### src/rtl/pkt_fifo_pkg.sv
package pkt_fifo_pkg;
  localparam int WORD_W = 32;
  localparam logic [31:0] CLR_KEY = 32'h0000_000A;
  localparam logic [2:0] OFS_ID   = 3'd0;
  localparam logic [2:0] OFS_STAT = 3'd4;
  typedef enum logic { KIND_READ = 1'b0, KIND_WRITE = 1'b1 } fifo_kind_e;
endpackage

### src/rtl/pkt_fifo_mem.sv
module pkt_fifo_mem #(
  parameter int DW = 32,
  parameter int AW = 4
) (
  input  logic          clk,
  input  logic          we,
  input  logic [AW-1:0] waddr,
  input  logic [DW-1:0] wdata,
  input  logic [AW-1:0] raddr,
  output logic [DW-1:0] rdata
);
  localparam int DEPTH = 1 << AW;
  logic [DW-1:0] store [DEPTH];

  always_ff @(posedge clk) begin
    if (we) store[waddr] <= wdata;
  end

  assign rdata = store[raddr];
endmodule

### src/rtl/pkt_fifo_ptrs.sv
module pkt_fifo_ptrs #(
  parameter int AW = 4,
  localparam int PW = AW + 1
) (
  input  logic          clk,
  input  logic          rst_n,
  input  logic          clr,
  input  logic          wr_fire,
  input  logic          rd_fire,
  input  logic          mark,
  input  logic          commit,
  input  logic          rewind,
  output logic [PW-1:0] wpos,
  output logic [PW-1:0] rpos,
  output logic [PW-1:0] used,
  output logic [PW-1:0] visible,
  output logic          full,
  output logic          empty
);
  localparam logic [PW-1:0] DEPTH_P = PW'(1 << AW);

  logic [PW-1:0] mpos, cpos, wnext;

  assign wnext   = wpos + PW'(wr_fire);
  assign used    = wpos - rpos;
  assign visible = cpos - rpos;
  assign full    = (used == DEPTH_P);
  assign empty   = (cpos == rpos);

  always_ff @(posedge clk or negedge rst_n) begin
    if (!rst_n) begin
      wpos <= '0; rpos <= '0; mpos <= '0; cpos <= '0;
    end else if (clr) begin
      wpos <= '0; rpos <= '0; mpos <= '0; cpos <= '0;
    end else begin
      if (rd_fire) rpos <= rpos + PW'(1);
      if (rewind) begin
        wpos <= mpos;
      end else begin
        wpos <= wnext;
        if (mark || commit) mpos <= wnext;
        if (commit) cpos <= wnext;
      end
    end
  end

  AST_NO_OVERFLOW: assert property (@(posedge clk) disable iff (!rst_n)
    used <= DEPTH_P) else $error("occupancy beyond depth");
  AST_COMMIT_BOUNDED: assert property (@(posedge clk) disable iff (!rst_n)
    visible <= used) else $error("commit point past write point");
  AST_REWIND_TO_MARK: assert property (@(posedge clk) disable iff (!rst_n)
    (rewind && !clr) |=> wpos == $past(mpos)) else $error("rewind target");
  AST_NO_READ_EMPTY: assert property (@(posedge clk) disable iff (!rst_n)
    (empty && !clr) |=> rpos == $past(rpos)) else $error("read while empty");
endmodule

### src/rtl/pkt_fifo_regs.sv
module pkt_fifo_regs
  import pkt_fifo_pkg::*;
#(
  parameter int          AW      = 4,
  parameter fifo_kind_e  KIND    = KIND_READ,
  parameter logic [31:0] ID_WORD = 32'h5046_4D52,
  localparam int PW = AW + 1
) (
  input  logic          clk,
  input  logic          rst_n,
  input  logic [2:0]    reg_addr,
  input  logic          reg_wen,
  input  logic [31:0]   reg_wdata,
  input  logic [PW-1:0] used,
  input  logic [PW-1:0] visible,
  input  logic          full,
  input  logic          empty,
  output logic          clr,
  output logic [31:0]   reg_rdata,
  output logic          err_irq
);
  localparam logic [PW-1:0] DEPTH_P = PW'(1 << AW);

  logic          dead, edge_flag, near_flag;
  logic [PW-1:0] cnt;
  logic [31:0]   stat;

  assign clr  = reg_wen && (reg_addr == OFS_ID) && (reg_wdata == CLR_KEY);
  assign dead = full && empty;

  generate
    if (KIND == KIND_WRITE) begin : g_wr
      assign cnt       = DEPTH_P - used;
      assign edge_flag = full;
    end else begin : g_rd
      assign cnt       = visible;
      assign edge_flag = empty;
    end
  endgenerate

  assign near_flag = (cnt == PW'(1));
  assign stat      = {edge_flag, near_flag, dead, 13'd0, 16'(cnt)};

  always_comb begin
    case (reg_addr)
      OFS_ID:   reg_rdata = ID_WORD;
      OFS_STAT: reg_rdata = stat;
      default:  reg_rdata = '0;
    endcase
  end

  always_ff @(posedge clk or negedge rst_n) begin
    if (!rst_n)    err_irq <= 1'b0;
    else if (clr)  err_irq <= 1'b0;
    else if (dead) err_irq <= 1'b1;
  end

  AST_IRQ_STICKY: assert property (@(posedge clk) disable iff (!rst_n)
    (err_irq && !clr) |=> err_irq) else $error("irq dropped");
  AST_IRQ_FOLLOWS_DEAD: assert property (@(posedge clk) disable iff (!rst_n)
    (dead && !clr) |=> err_irq) else $error("irq missed");
  AST_CLR_EMPTIES: assert property (@(posedge clk) disable iff (!rst_n)
    clr |=> (used == '0) && !err_irq) else $error("soft reset");
endmodule

### src/rtl/pkt_fifo_mr.sv
module pkt_fifo_mr
  import pkt_fifo_pkg::*;
#(
  parameter int          AW      = 4,
  parameter fifo_kind_e  KIND    = KIND_READ,
  parameter logic [31:0] ID_WORD = 32'h5046_4D52
) (
  input  logic              clk,
  input  logic              rst_n,
  input  logic              in_valid,
  output logic              in_ready,
  input  logic [WORD_W-1:0] in_data,
  input  logic              mark,
  input  logic              commit,
  input  logic              rewind,
  output logic              out_valid,
  input  logic              out_ready,
  output logic [WORD_W-1:0] out_data,
  input  logic [2:0]        reg_addr,
  input  logic              reg_wen,
  input  logic [31:0]       reg_wdata,
  output logic [31:0]       reg_rdata,
  output logic              err_irq
);
  localparam int PW = AW + 1;

  logic          clr, full, empty, wr_fire, rd_fire;
  logic [PW-1:0] wpos, rpos, used, visible;

  assign in_ready  = !full && !rewind;
  assign out_valid = !empty;
  assign wr_fire   = in_valid && in_ready;
  assign rd_fire   = out_valid && out_ready;

  pkt_fifo_ptrs #(.AW(AW)) u_ptrs (
    .clk(clk), .rst_n(rst_n), .clr(clr), .wr_fire(wr_fire), .rd_fire(rd_fire),
    .mark(mark), .commit(commit), .rewind(rewind), .wpos(wpos), .rpos(rpos),
    .used(used), .visible(visible), .full(full), .empty(empty)
  );

  pkt_fifo_mem #(.DW(WORD_W), .AW(AW)) u_mem (
    .clk(clk), .we(wr_fire), .waddr(wpos[AW-1:0]), .wdata(in_data),
    .raddr(rpos[AW-1:0]), .rdata(out_data)
  );

  pkt_fifo_regs #(.AW(AW), .KIND(KIND), .ID_WORD(ID_WORD)) u_regs (
    .clk(clk), .rst_n(rst_n), .reg_addr(reg_addr), .reg_wen(reg_wen),
    .reg_wdata(reg_wdata), .used(used), .visible(visible), .full(full),
    .empty(empty), .clr(clr), .reg_rdata(reg_rdata), .err_irq(err_irq)
  );

  AST_FULL_BLOCKS: assert property (@(posedge clk) disable iff (!rst_n)
    (full && !clr && !rewind) |=> $stable(wpos)) else $error("write while full");
endmodule

### config.mk
export PLATFORM = sky130hd
export DESIGN_NAME = pkt_fifo_mr
export DESIGN_NICKNAME = d
export VERILOG_FILES = /design/src/rtl/pkt_fifo_pkg.sv /design/src/rtl/pkt_fifo_mem.sv /design/src/rtl/pkt_fifo_ptrs.sv /design/src/rtl/pkt_fifo_regs.sv /design/src/rtl/pkt_fifo_mr.sv
export SDC_FILE = /design/constraint.sdc
export NUM_CORES = 1
export LEC_CHECK = 0
export ABC_CLOCK_PERIOD_IN_PS = 11500
export BUFFER_PORTS_ARGS = -buffer_cell sky130_fd_sc_hd__buf_4
export CORE_MARGIN = 4
export CORE_UTILIZATION = 40
export DETAILED_ROUTE_END_ITERATION = 10
export PLACE_DENSITY_LB_ADDON = 0.15
export SETUP_SLACK_MARGIN = 0.15
export SLEW_MARGIN = 30
export SYNTH_ARGS = -nofsm -noshare
export SYNTH_HDL_FRONTEND = slang
export SYNTH_SLANG_ARGS = --single-unit
### constraint.sdc
create_clock -name clk -period 11.5 [get_ports clk]
set_clock_uncertainty 0.05 [all_clocks]
set_input_delay 1.15 -clock clk [delete_from_list [all_inputs] [get_ports clk]]
set_output_delay 1.15 -clock clk [all_outputs]
set_load 0.01 [all_outputs]
==> results of run 1 <==
## sequential cells by signal, indices dropped and copies added, names as in the netlist
| register | cells |
|---|---|
| u_ptrs.wpos | 5 |
| u_regs.err_irq | 1 |
| u_ptrs.mpos | 5 |
| u_ptrs.cpos | 5 |
| u_ptrs.rpos | 5 |
| u_mem.store | 512 |
## layout by cell type, fill, tap and decap left out, types with 5 or more instances in the layout
cell	instances
clkbuf_1	7
bufinv_16	6
xnor2_1	6
buf_4	159
clkinv_2	13
nand3_1	6
dfrtp_1	17
inv_1	8
nor2_1	32
mux4_2	128
xor2_1	6
nand2_1	138
ha_1	11
mux2i_1	8
nand2b_1	5
clkinv_1	19
nor4_2	16
conb_1	15
edfxtp_1	512
and3_1	33
a31oi_1	32
nor4_1	5
clkbuf_16	57
a21oi_1	8
## worst paths after layout
kind / startpoint / endpoint
min in group clk: u_ptrs.mpos[3] / u_ptrs.mpos[3]
max in group asynchronous: rst_n / u_ptrs.rpos[2]
min reg2reg: u_ptrs.mpos[3] / u_ptrs.mpos[3]
max reg2reg: u_ptrs.rpos[3] / u_mem.store[15][19]
min: rst_n / u_ptrs.mpos[2]
max: u_ptrs.rpos[1] / reg_rdata[30]
## through the flow
stage,utilization (%),hold slack [ps],power [mW],std cells,worst slack (ps)
2_1_floorplan,-,431,3.55,1106,6060
3_3_place_gp,43.7,453,4.14,1872,7360
3_5_place_dp,43.7,461,4.14,1872,7340
4_1_cts,47.1,355,5.92,1977,6660
5_1_grt,47.1,369,6.13,1977,6500
6_report,47.1,380,5.82,1978,6770
## per-layer routing
| layer | global-route usage (%) | share of wire (%) | vias to the layer above |
|---|---|---|---|
| met5 | 0 | 0 | - |
| met4 | 3.61 | 1.7 | 0 |
| met3 | 3.04 | 5.2 | 52 |
| met2 | 26.0 | 47 | 259 |
| met1 | 24.0 | 46 | 5675 |
| li1 | - | - | 4661 |
## cell type report
| cell class | instances | area [µm²] | share of cell area (%) |
|---|---|---|---|
| multi-input cells | 482 | 4900 | 19.8 |
| well taps | 688 | 861 | 3.48 |
| diodes | 1 | 2.50 | 0.0101 |
| clock inverters | 41 | 347 | 1.40 |
| inverters | 10 | 37.5 | 0.152 |
| repair buffers | 159 | 1190 | 4.83 |
| clock buffers | 64 | 1450 | 5.88 |
| flip-flops and latches | 533 | 15900 | 64.4 |
## where the power goes
group	switching [mW]	internal (mW)	total (mW)
clock network	0.728	1.04	1.76
registers	0.115	2.25	2.36
logic	0.909	0.785	1.69
total	1.75	4.07	5.82
## synth_stat cells (2+ instances only)
| library cell | number |
|---|---|
| a211oi_1 | 2 |
| a21oi_1 | 8 |
| a31oi_1 | 32 |
| and3_1 | 33 |
| buf_1 | 6 |
| buf_12 | 2 |
| buf_2 | 16 |
| buf_4 | 30 |
| buf_6 | 6 |
| clkbuf_1 | 21 |
| dfrtp_1 | 21 |
| edfxtp_1 | 512 |
| ha_1 | 11 |
| inv_1 | 9 |
| mux2i_1 | 8 |
| mux4_2 | 128 |
| nand2_1 | 138 |
| nand2b_1 | 6 |
| nand3_1 | 6 |
| nand4_1 | 3 |
| nor2_1 | 32 |
| nor2b_1 | 2 |
| nor3_1 | 4 |
| nor4_1 | 21 |
| o211ai_1 | 3 |
| o21a_1 | 2 |
| or2_2 | 2 |
| xnor2_1 | 6 |
| xor2_1 | 6 |
## kinds of logic after synthesis
group	synth area share (%)
compound gates	1.67
flops	75.1
fa+ha+maj	0.744
xor+xnor	0.496
buf+inv	2.61
simple gates	5.41
other cells	0.0177
mux	14.0
==> key figures, run 1 <==
Status
  – Status: complete, no violations

Placed design
  – Port Buffers: 126
  – Placed inst area: 22900 µm²
  – GPL Wtd Cong: 0.740
  – DP Wirelength: 25.1 mm

Clock tree
  – Worst-path clk slew: 60 ps
  – CTS Sinks: 533
  – H-tree Lvls: 2
  – Postcts setup bufs: 0
  – CTS resizes: 0
  – Total CTS buffers: 56
  – Clock Latency Late Sink: 600 ps
  – Hold Buf Count CTS: 0
  – CTS root buf: clkbuf_16
  – CTS tree: yes
  – CTS Buffer Depth: 3

Timing
  – FMAX: 212 MHz
  – Slew headroom: 37.8%
  – Hold Vio Cnt, Final: 0
  – Min cycle time layout: 4730 ps
  – Period Utilization, post-route: 41.1%
  – RSZ-0062 raised after global routing: false
  – Setup TNS: 0 ps
  – Final setup fails: 0
  – Pins Over Slew Limit: 0
  – Slew @ Worst Pin: 933 ps

Worst setup path
  – Critical path cell sequence: clkinv_1, buf_4, fa_1, a21o_1, a21oi_1, xor2_1, o31ai_1, buf_4
  – Most common cell on crit path: buf_4
  – Top Family by Delay on Critical Path: flip-flops
  – Worst setup EP type: primary output
  – Worst setup SP type: register
  – Critical path's largest stage delay: 960 ps
  – Worst-path fanout max: 53
  – Critical path arrival: 3530 ps
  – Crit path depth: 8
  – FF-to-FF path depth: 9
  – Buf/Inv on CP: 3
  – Critical Path RT: 10300 ps
  – Crit path kind: register to primary output
  – R2R setup slack: 7700 ps
  – CP max stage cell: dfrtp_4

Floorplanning
  – # rows: 84
  – I/O Pins: 142
  – Vert. Die Dim: 238 µm
  – Die width: 238 µm
  – CORE AREA: 52400 µm²
  – Initial Util: 40.4%
  – Area of the die: 56700 µm²

Global routing
  – Initial antenna violation count: 1
  – First-pass GRT wire length: 70.5 mm
  – Vias in the first global route: 11200
  – Total gr overflow: 0
  – GRT Overall Usage: 16.4%
  – Largest net degree at the start of global routing: 63

Power and ir drop
  – P_leak: 8.29 nW
  – Pwr Density: 235 nW/µm²
  – Peak VDD IR: 0.124 mV

Synthesis
  – Post-synth EDFFs: 512
  – Yosys reg bits: 533
  – Synth top area cells: edfxtp_1, mux4_2, dfrtp_1, nand2_1, buf_4
  – Ys async rst share: 3.94%
  – Share of the synthesized area in the top cell type: 72.6%
  – Post-synth top area cell: edfxtp_1
  – Syn Inst Count: 1092
  – Main synth FF type: edfxtp_1
  – Cell area after synthesis: 21200 µm²
  – Avg Cell Area, Syn: 19.4 µm²
  – Synth cell types: 45
  – Yosys warns: 0
  – Register area share after synthesis: 75.1%

Routing
  – TritonRoute pass-1 iters: 7
  – Drt drc: 0
  – Drt total wl: 46.8 mm
  – Routed via count: 10600
  – WL/cell: 23.7 µm
  – Starting DRT DRC Count: 678
  – Vias/cell: 5.38
  – Antenna-violating nets left: 0

Layout
  – Design Area, Final: 24700 µm²
  – Fin nets: 1329
  – Layout cells sized above 1: 30.6%
  – Filler instances: 4399
  – Area delta synth->final: 16.7%

Job
  – Max-cap violations: 0

Worst hold path
  – Hold Path Class: input pin to asynchronous set/reset pin
(Power assumes the default switching activity.)
==> run 2, diff against run 1 <==
--- a/config.mk
+++ b/config.mk
@@ -5,7 +5,8 @@
 export SDC_FILE = /design/constraint.sdc
 export NUM_CORES = 1
 export LEC_CHECK = 0
-export ABC_CLOCK_PERIOD_IN_PS = 11500
+export ABC_AREA = 1
+export ABC_CLOCK_PERIOD_IN_PS = 4100
 export BUFFER_PORTS_ARGS = -buffer_cell sky130_fd_sc_hd__buf_4
 export CORE_MARGIN = 4
 export CORE_UTILIZATION = 40
==> constraint.sdc (replaced) <==
create_clock -name clk -period 4.1 [get_ports clk]
set_clock_uncertainty 0.05 [all_clocks]
set_input_delay 0.41 -clock clk [delete_from_list [all_inputs] [get_ports clk]]
set_output_delay 0.41 -clock clk [all_outputs]
set_load 0.01 [all_outputs]
==> run 2 against run 1 <==
Against the previous run: global-route usage grew 2.6 points; largest cell class unchanged; highest routed layer unchanged; power grew to 2.9 times the previous value; hold slack lost 330 ps; via count grew 33%; clock-buffer cell count is the same; die area grew 3.5%; final cell count grew 34%.
==> key figures, run 2 <==
Routing
  – Vias/cell: 5.33
  – Starting DRT DRC Count: 1271
  – Drt drc: 0
  – Antenna-violating nets left: 0
  – Routed via count: 14100
  – WL/cell: 21.5 µm
  – TritonRoute pass-1 iters: 7
  – Drt total wl: 57.0 mm

Worst setup path
  – Worst setup EP type: primary output
  – Critical path arrival: 3070 ps
  – Worst setup SP type: register
  – Crit path kind: register to primary output
  – Worst-path fanout max: 100
  – Critical Path RT: 3640 ps

Clock tree
  – Clock Latency Late Sink: 610 ps
  – Worst-path clk slew: 60 ps
  – CTS Sinks: 533
  – CTS root buf: clkbuf_16
  – CTS resizes: 0
  – H-tree Lvls: 2
  – Total CTS buffers: 56
  – CTS Buffer Depth: 3
  – CTS tree: yes
  – Postcts setup bufs: 0

Timing
  – FMAX: 283 MHz
  – Slew @ Worst Pin: 1050 ps
  – Setup TNS: 0 ps
  – Slew headroom: 30.0%
  – Final setup fails: 0
  – Pins Over Slew Limit: 0
  – RSZ-0062 raised after global routing: false
  – Hold Slack: 50.2 ps
  – Hold Vio Cnt, Final: 0
  – Period Utilization, post-route: 86.1%
  – Min cycle time layout: 3530 ps

Placed design
  – Placed inst area: 23600 µm²
  – Port Buffers: 126
  – GPL Wtd Cong: 0.823
  – DP Wirelength: 32.2 mm

Floorplanning
  – Die width: 242 µm
  – I/O Pins: 142
  – # rows: 85
  – Vert. Die Dim: 242 µm
  – CORE AREA: 54000 µm²
  – Area of the die: 58700 µm²
  – Initial Util: 40.6%

Synthesis
  – Post-synth EDFFs: 512
  – Leading cell type by number of instances after synthesis: edfxtp_1
  – Simple-Gate Fraction of Synth Area: 11.2%
  – Combinational family with the most area after synthesis: simple AND/OR/NAND/NOR gates
  – Post-Synth Adder-Cell Area: 0.718%
  – Syn Inst Count: 1802
  – Synth cell types: 28
  – Yosys reg bits: 533
  – Compound-Gate Fraction of Synth Area: 10.9%
  – Post-synth top area cell: edfxtp_1
  – Synth top area cells: edfxtp_1, nor2_1, o21ai_0, nand2_1, o211ai_1
  – Yosys warns: 0
  – Cell area after synthesis: 22000 µm²
  – Avg Cell Area, Syn: 12.2 µm²
  – Main synth FF type: edfxtp_1
  – Post-synth top cells: edfxtp_1, nor2_1, o21ai_0
  – Share of the synthesized area in the top cell type: 70.0%
  – Synth Area in XOR/XNOR: 0.399%
  – Mux cell area share after synthesis: 0%
  – Register area share after synthesis: 72.4%
  – Ys async rst share: 3.94%

Global routing
  – Largest net degree at the start of global routing: 195
  – Vias in the first global route: 13900
  – Total gr overflow: 0
  – First-pass GRT wire length: 87.0 mm
  – Initial antenna violation count: 1
  – GRT Overall Usage: 19.0%

Layout
  – Commonest non-fill, non-tap cell in the layout: edfxtp_1
  – Area delta synth->final: 16.0%
  – Design Area, Final: 25500 µm²
  – Commonest non-fill, non-tap cells in the layout: edfxtp_1, nor2_1, o21ai_0, nand2_1, buf_4
  – Layout cells sized above 1: 13.5%
  – Fin nets: 1993
  – Max reg flops: 512
  – Biggest register: u_mem.store

Power and ir drop
  – Int Pwr: 11.1 mW
  – Clock power share: 30.1%
  – Pwr Density: 667 nW/µm²
  – Sw Share: 34.8%
  – P_leak: 8.76 nW
  – Peak VDD IR: 0.593 mV
  – Psw: 5.91 mW
  – Total power draw: 17.0 mW
  – Sequential Power Share: 37.3%
  – Combinational share of power: 32.6%

Job
  – Max-cap violations: 0

Status
  – Status: complete, no violations

Worst hold path
  – Hold Path Class: input pin to register
-- run 2: path summary, 6_finish.rpt --
kind | startpoint | endpoint | slack [ps] | cells after the start
setup / recovery | u_ptrs.rpos[0] | out_data[16] | 570 | 7
hold / removal | in_data[27] | u_mem.store[14][27] | 50 | 1
setup reg to reg | u_ptrs.rpos[0] | u_mem.store[4][7] | 890 | 10
hold reg to reg | u_ptrs.mpos[1] | u_ptrs.wpos[1] | 460 | 2
max in group asynchronous | rst_n | u_ptrs.rpos[1] | 3520 | 2
min in group asynchronous | rst_n | u_regs.err_irq | 200 | 2
-- run 2: area by class of cell --
class | count | area [µm²]
Sequential cell | 533 | 15900
Timing Repair Buffer | 160 | 1280
Clock buffer | 64 | 1430
Inverter | 69 | 264
Antenna cell | 1 | 2.50
Tap cell | 696 | 871
Clock inverter | 41 | 424
Fill cell | 4829 | 28600
Multi-Input combinational cell | 1086 | 5280
-- run 2: repair_timing --
item / CTS / global route
hold endpoints to repair: 21 / 0
hold buffers: 1 / 0
setup endpoints to repair: 0 / 0
-- run 2: cells by family (layout without fill, tap and decap cells) --
family / count (synthesis) / after routing
AND/OR/NAND/NOR: 622 / 622
flip-flops: 533 / 533
AO/OA/AOI/OAI: 427 / 427
XOR/XNOR: 10 / 10
adder cells (fa/ha/maj): 12 / 12
other: 1 / 16
buffers and inverters: 197 / 334
-- run 2: power by group through the flow --
stage / registers, mW / clock network (mW) / logic (mW)
detailed placement: 6.45 / 0 / 5.60
finish: 6.34 / 5.11 / 5.53
floorplan: 6.40 / 0 / 3.56
global placement: 6.45 / 0 / 5.60
CTS: 6.34 / 5.21 / 5.62
global route: 6.36 / 5.44 / 6.18
-- run 2: routing by layer --
metal  track usage, %  part of all wire [%]
met5                0                     0
met4             4.83                   2.2
met1             26.9                    45
met3             3.14                   5.0
met2             30.9                    48
-- run 2: worst max-delay path, cell delays in order (launching register included) --
cell and delay, ps:
dfrtp_4 610, inv_6 540, buf_12 300, nor2_1 60, o211ai_1 300, nand3_1 180
nand3_1 140, buf_4 130
-- run 2: metrics by stage --
stage               instances  util, %  worst slack (ps)
finish                   2650     47.1               570
global route             2650     47.1               351
CTS                      2649     47.1               501
detailed placement       2543     43.7               852
global placement         2543     43.7               826
floorplan                1816        -               508
